$ cat config.mk
export PLATFORM = sky130hd
export DESIGN_NAME = stdp_trace_top
export DESIGN_NICKNAME = d
export VERILOG_FILES = /design/src/rtl/stdp_trace_pkg.sv /design/src/rtl/step_lfsr.sv /design/src/rtl/trace_unit.sv /design/src/rtl/stdp_increment.sv /design/src/rtl/stdp_trace_top.sv
export SDC_FILE = /design/constraint.sdc
export NUM_CORES = 1
export LEC_CHECK = 0
export BUFFER_PORTS_ARGS = -buffer_cell sky130_fd_sc_hd__buf_2
export CAP_MARGIN = 25
export CORE_ASPECT_RATIO = 1.4
export CORE_MARGIN = 3
export CORE_UTILIZATION = 43
export DETAILED_ROUTE_END_ITERATION = 10
export SYNTH_ARGS = -nofsm -noshare
export SYNTH_HDL_FRONTEND = slang
export SYNTH_SLANG_ARGS = --single-unit
$ cat constraint.sdc
create_clock -name clk -period 41.7 [get_ports clk]
set_input_delay 8.34 -clock clk [delete_from_list [all_inputs] [get_ports clk]]
set_output_delay 8.34 -clock clk [all_outputs]
set_load 0.005 [all_outputs]
$ cat src/rtl/stdp_trace_pkg.sv
// Package: shared widths and types for the spike-trace block.
// Assumes traces and impulses share one width and that the fixed-point
// product keeps FRAC_W fractional bits.
package stdp_trace_pkg;
    localparam int TRACE_W = 7;
    localparam int TAU_W   = 8;
    localparam int FRAC_W  = 8;
    localparam int LFSR_W  = 16;
    localparam int DW_W    = TRACE_W + 1;

    localparam logic [LFSR_W-1:0] LFSR_TAPS = 16'hB400;
    localparam logic [LFSR_W-1:0] LFSR_SEED = 16'hACE1;

    typedef logic [TRACE_W-1:0]      trace_t;
    typedef logic [TAU_W-1:0]        tau_t;
    typedef logic signed [DW_W-1:0]  dw_t;
endpackage

$ cat src/rtl/step_lfsr.sv
// Module: Galois LFSR that moves one state per time step and offers its
// low OUT_W bits as a uniform rounding sample.
// Assumes SEED is nonzero and TAPS describes a maximal-length polynomial.
module step_lfsr #(
    parameter int              W     = 16,
    parameter int              OUT_W = 8,
    parameter logic [W-1:0]    TAPS  = 16'hB400,
    parameter logic [W-1:0]    SEED  = 16'hACE1
) (
    input  logic             clk,
    input  logic             rst_n,
    input  logic             adv,
    output logic [OUT_W-1:0] sample
);
    logic [W-1:0] state_q;

    // Shift right on each advance, folding the taps back in on a one.
    always_ff @(posedge clk) begin
        if (!rst_n) begin
            state_q <= SEED;
        end else if (adv) begin
            state_q <= (state_q >> 1) ^ (state_q[0] ? TAPS : '0);
        end
    end

    assign sample = state_q[OUT_W-1:0];
endmodule

$ cat src/rtl/trace_unit.sv
// Module: one synaptic trace. On a step it scales the trace by (1 - 1/tau)
// in fixed point, rounds stochastically against its own LFSR, adds the
// impulse on a spike and clamps to the top of the range.
// Assumes tau of 0 means 1 and the impulse is no wider than the trace.
module trace_unit #(
    parameter int                 TRACE_W = 7,
    parameter int                 TAU_W   = 8,
    parameter int                 FRAC_W  = 8,
    parameter int                 LFSR_W  = 16,
    parameter logic [LFSR_W-1:0]  TAPS    = 16'hB400,
    parameter logic [LFSR_W-1:0]  SEED    = 16'hACE1
) (
    input  logic               clk,
    input  logic               rst_n,
    input  logic               step,
    input  logic               spike,
    input  logic [TRACE_W-1:0] impulse,
    input  logic [TAU_W-1:0]   tau,
    output logic [TRACE_W-1:0] trace
);
    localparam int PROD_W = TRACE_W + FRAC_W;
    localparam int SUM_W  = TRACE_W + 1;
    localparam logic [TRACE_W-1:0] TOP = {TRACE_W{1'b1}};

    logic [TRACE_W-1:0] trace_q;
    logic [TRACE_W-1:0] trace_d;
    logic [TAU_W-1:0]   tau_eff;
    logic [PROD_W-1:0]  held;
    logic [PROD_W-1:0]  share;
    logic [PROD_W-1:0]  kept;
    logic [FRAC_W-1:0]  sample;
    logic               round_up;
    logic [SUM_W-1:0]   decayed;
    logic [SUM_W-1:0]   total;

    step_lfsr #(
        .W     (LFSR_W),
        .OUT_W (FRAC_W),
        .TAPS  (TAPS),
        .SEED  (SEED)
    ) u_rng (
        .clk    (clk),
        .rst_n  (rst_n),
        .adv    (step),
        .sample (sample)
    );

    // Decay in fixed point: keep x - x/tau with FRAC_W fractional bits.
    always_comb begin
        tau_eff = (tau == '0) ? TAU_W'(1) : tau;
        held    = {trace_q, {FRAC_W{1'b0}}};
        share   = held / PROD_W'(tau_eff);
        kept    = held - share;
    end

    // Stochastic rounding, impulse addition and clamping at the top.
    always_comb begin
        round_up = kept[FRAC_W-1:0] > sample;
        decayed  = {1'b0, kept[PROD_W-1:FRAC_W]} + SUM_W'(round_up);
        total    = decayed + (spike ? {1'b0, impulse} : '0);
        trace_d  = total[SUM_W-1] ? TOP : total[TRACE_W-1:0];
    end

    // Trace register: moves only on a step strobe.
    always_ff @(posedge clk) begin
        if (!rst_n) begin
            trace_q <= '0;
        end else if (step) begin
            trace_q <= trace_d;
        end
    end

    assign trace = trace_q;
endmodule

$ cat src/rtl/stdp_increment.sv
// Module: pair-based plasticity increment. A post spike adds the pre trace,
// a pre spike subtracts the post trace; the LSB weighs one quarter.
// Assumes the traces given are the values before this step's update.
module stdp_increment #(
    parameter int TRACE_W = 7,
    parameter int DW_W    = TRACE_W + 1
) (
    input  logic                   clk,
    input  logic                   rst_n,
    input  logic                   step,
    input  logic                   pre_spk,
    input  logic                   post_spk,
    input  logic [TRACE_W-1:0]     pre_trace,
    input  logic [TRACE_W-1:0]     post_trace,
    output logic signed [DW_W-1:0] dw,
    output logic                   dw_valid
);
    logic signed [DW_W-1:0] potentiate;
    logic signed [DW_W-1:0] depress;
    logic signed [DW_W-1:0] dw_next;

    // Gate each trace with the opposite neuron's dependency flag.
    always_comb begin
        potentiate = post_spk ? DW_W'(pre_trace)  : '0;
        depress    = pre_spk  ? DW_W'(post_trace) : '0;
        dw_next    = potentiate - depress;
    end

    // Output register: new increment and a valid pulse per step.
    always_ff @(posedge clk) begin
        if (!rst_n) begin
            dw       <= '0;
            dw_valid <= 1'b0;
        end else begin
            dw_valid <= step;
            if (step) begin
                dw <= dw_next;
            end
        end
    end
endmodule

$ cat src/rtl/stdp_trace_top.sv
// Module: top of the spike-trace block. Two trace units, one per neuron
// side, each with a differently seeded LFSR, plus the increment stage.
// Assumes the step strobe is one cycle wide per time step.
module stdp_trace_top
    import stdp_trace_pkg::*;
#(
    parameter int                TR_W    = TRACE_W,
    parameter int                TC_W    = TAU_W,
    parameter int                FB_W    = FRAC_W,
    parameter int                RNG_W   = LFSR_W,
    parameter logic [RNG_W-1:0]  RNG_SEED = LFSR_SEED,
    parameter logic [RNG_W-1:0]  RNG_TAPS = LFSR_TAPS
) (
    input  logic                  clk,
    input  logic                  rst_n,
    input  logic                  step,
    input  logic                  pre_spk,
    input  logic                  post_spk,
    input  logic [TR_W-1:0]       pre_imp,
    input  logic [TR_W-1:0]       post_imp,
    input  logic [TC_W-1:0]       pre_tau,
    input  logic [TC_W-1:0]       post_tau,
    output logic [TR_W-1:0]       pre_trace,
    output logic [TR_W-1:0]       post_trace,
    output logic signed [TR_W:0]  dw,
    output logic                  dw_valid
);
    localparam int SIDES = 2;

    logic [SIDES-1:0] spk;
    logic [TR_W-1:0]  imp    [SIDES];
    logic [TC_W-1:0]  tau    [SIDES];
    logic [TR_W-1:0]  trace  [SIDES];

    // Gather the two sides into arrays; index 0 is pre, 1 is post.
    always_comb begin
        spk    = {post_spk, pre_spk};
        imp[0] = pre_imp;
        imp[1] = post_imp;
        tau[0] = pre_tau;
        tau[1] = post_tau;
    end

    for (genvar g = 0; g < SIDES; g++) begin : g_side
        trace_unit #(
            .TRACE_W (TR_W),
            .TAU_W   (TC_W),
            .FRAC_W  (FB_W),
            .LFSR_W  (RNG_W),
            .TAPS    (RNG_TAPS),
            .SEED    (RNG_SEED ^ RNG_W'(g * 40503))
        ) u_trace (
            .clk     (clk),
            .rst_n   (rst_n),
            .step    (step),
            .spike   (spk[g]),
            .impulse (imp[g]),
            .tau     (tau[g]),
            .trace   (trace[g])
        );
    end

    assign pre_trace  = trace[0];
    assign post_trace = trace[1];

    stdp_increment #(
        .TRACE_W (TR_W),
        .DW_W    (TR_W + 1)
    ) u_incr (
        .clk        (clk),
        .rst_n      (rst_n),
        .step       (step),
        .pre_spk    (pre_spk),
        .post_spk   (post_spk),
        .pre_trace  (trace[0]),
        .post_trace (trace[1]),
        .dw         (dw),
        .dw_valid   (dw_valid)
    );
endmodule

==> results.sh <==
export IMPL_syn_inst=2034
export IMPL_clockRootBuffer="clkbuf_16"
export IMPL_layout_setup_ws_ns=2.42
export IMPL_drt_iter0_drc=803
export IMPL_routedWlPerCell_microns=18.1
export IMPL_drc=0
export IMPL_grt_overflow=0
export IMPL_hold_viol=0
export IMPL_synth_seq_cells=55
export IMPL_crit_top_cell="ha_1"
export IMPL_die_area_sq_mm=0.0372
export IMPL_final_min_clock_period_ns=39.28
export IMPL_timing_slew_headroom_pct=42.9
export IMPL_min_path_type="reg -> reg"
export IMPL_worstHoldPathCells=2
export IMPL_gp_congestion=0.913
export IMPL_io_pin_count=58
export IMPL_cp_start_kind="primary input"
export IMPL_n_antenna_cell=0
export IMPL_yosysTopAreaCell="ha_1"
export IMPL_fill_cells=3501
export IMPL_use_met2_pct=45.7
export IMPL_use_met3_pct=1.35
export IMPL_die_y_microns=227
export IMPL_final_util_pct=47.5
export IMPL_antenna_found_initial=1
export IMPL_crit_path_end_kind="flop"
export IMPL_synthToLayoutAreaGrowth_pct=8.33
export IMPL_yosysWarnings=0
export IMPL_fin_skew_ns=0.00477
export IMPL_wl_mm=45.8
export IMPL_clk_latency_ns=0.29
export IMPL_synth_area_leaders="ha_1 18%, dfxtp_1 7.3%, a21oi_1 4.7%"
export IMPL_top_usage_layer="met2"
export IMPL_drive_above_1_share_pct=11.9
export IMPL_cts_sinks=55
export IMPL_worst_path_largest_cell_delay_ns=0.43
export IMPL_synth_area_sq_mm=0.0150
export IMPL_io_buffers=57
export IMPL_drv_slew=0
export IMPL_outcome="completed"
export IMPL_drv_cap=0
export IMPL_vias_per_cell=6.12
export IMPL_r2r_end="g_side[0].u_trace.trace[5]"
export IMPL_r2r_cells=144
export IMPL_die_w_microns=164
export IMPL_drt_antenna_violating_nets=0
export IMPL_setup_viol=0
export IMPL_synth_edf_count=0
export IMPL_dr_total_vias=15509
export IMPL_arrival_ns=39.46
export IMPL_ys_types=116
export IMPL_clockBufferDepth=2
export IMPL_dr_pass1_iters=5
export IMPL_regToRegStartpoint="g_side[0].u_trace.trace[6]"
export IMPL_grt_max_degree=74
export IMPL_crit_path_top_delay_cell="or3b_4"
export IMPL_nets=2342
export IMPL_core_area_sq_mm=0.0342
export IMPL_rows=80
export IMPL_cp_required_ns=41.88
export IMPL_synth_most_common_cell="ha_1"
export IMPL_grt_pass1_vias=14681
export IMPL_post_route_period_util_pct=94.2
export IMPL_synthFlopType="dfxtp_1"
export IMPL_hold_end="g_side[0].u_trace.u_rng.state_q[15]"
export IMPL_cts_max_level=2
export IMPL_track_usage_pct=23.5
export IMPL_async_flop_share_pct=0
export IMPL_worst_slew_pin_slew_ns=0.856
export IMPL_grt_pass1_wl_mm=72.3
export IMPL_synth_top_area_share_pct=18.3
export IMPL_synth_nets=2295
export IMPL_grt_setup_unrepaired="false"
export IMPL_fmax_mhz=25.5
export IMPL_whs_ns=0.476
export IMPL_path_class="in -> reg"
export IMPL_cts_buffers=5
export IMPL_ys_seq_area_share_pct=7.34
export IMPL_syn_area_per_cell_sq_um=7.38
export IMPL_dpl_worst_slack_ns=-0.830
export IMPL_hold_start="g_side[0].u_trace.u_rng.state_q[15]"
export IMPL_critPathMaxFanout=23
export IMPL_dp_hpwl_mm=37.5
export IMPL_clkTransAtPathRegs_ns=0.07
export IMPL_synthTopCellsByCount="219 x ha_1, 175 x nand2_1, 150 x nor2_1"
export IMPL_cts_tree="yes"
export IMPL_rrSetupSlack_ns=10.81
export IMPL_met1_usage_pct=26.1
export IMPL_start_util_pct=43.8
[per-stage QoR]
stage	instances	setup TNS [ns]	cell area (sq um)
global route	2533	0	16300
finish	2533	0	16300
floorplan	2034	0	15000
detailed placement	2515	-5.69	15800
global placement	2515	-3.27	15800
CTS	2524	0	16000
[repair_timing]
item                       CTS  global route
setup buffers                1             9
cloned                       0             0
resized for setup            3            40
setup endpoints to repair    7            14
hold buffers                 0             0
pin swaps                    1             5
[state kept, by name, summed over array words and instances, names as in the netlist]
name,count
u_incr.dw,8
u_incr.dw_valid,1
g_side.u_trace.trace,14
g_side.u_trace.u_rng.state_q,32
[layer usage]
metal  up-vias  wire length [microns]
li1       7722                      -
met2       330                  24100
met3       108                   1190
met4         0                   1910
met1      7349                  18600
met5         -                      0
[worst max-delay path by stage]
stage,start,end,slack [ns],depth (start not counted)
finish,pre_tau[6],g_side[0].u_trace.trace[5],2.42,148
global placement,pre_tau[7],g_side[0].u_trace.trace[6],-0.48,147
CTS,pre_tau[6],g_side[0].u_trace.trace[5],0.13,148
floorplan,pre_tau[6],g_side[0].u_trace.trace[0],3.16,157
detailed placement,pre_tau[7],g_side[0].u_trace.trace[5],-0.83,147
global route,pre_tau[6],g_side[0].u_trace.trace[1],0.02,152
[cell type report]
type                       count  area [sq um]  area share [%]
sequential                    55          1100            6.77
clock buffer                   5           125           0.770
inverter                      99           372            2.29
clock inverter                 3          23.8           0.146
multi-input combinational   1822         13500            82.9
tap                          451           564            3.47
timing repair buffer          98           597            3.67
[critical path, delay by kind of cell]
kind	cells	cell delay, ns
multiplexers	5	1.78
buffers and inverters	8	1.55
XOR/XNOR	1	0.09
AO/OA/AOI/OAI	79	15.71
adder cells (fa/ha/maj)	18	5.67
AND/OR/NAND/NOR	37	6.27
[cell families (layout without fill, tap and decap cells)]
logic type      Yosys count  after routing  synth area share [%]
fa+ha+maj               226            226                  19.2
simple gates            711            711                  24.7
mux                      78             78                  5.51
xor+xnor                126            126                  7.40
buf+inv                 157            205                  4.16
compound gates          681            681                  31.7
flops                    55             55                  7.34
[cell usage in the layout (no fill, tap or decap), drive strengths merged, types with 22 or more instances in the layout]
cell and count:
dfxtp 55, nand2 176, nand3 39, buf 98, nor3 79, inv 99, nand4 22, xnor2 74
o31ai 29, xor2 52, nor2 154, or3 27, o211ai 41, o21a 61, o21ai 152, a21o 65
and2 26, a21oi 143, nor2b 53, nand2b 43, mux2i 44, mux2 34, ha 219, a211oi 26
Power is not shown: default switching activity piles up to over one toggle a cycle in this logic, so the estimate is an artifact.
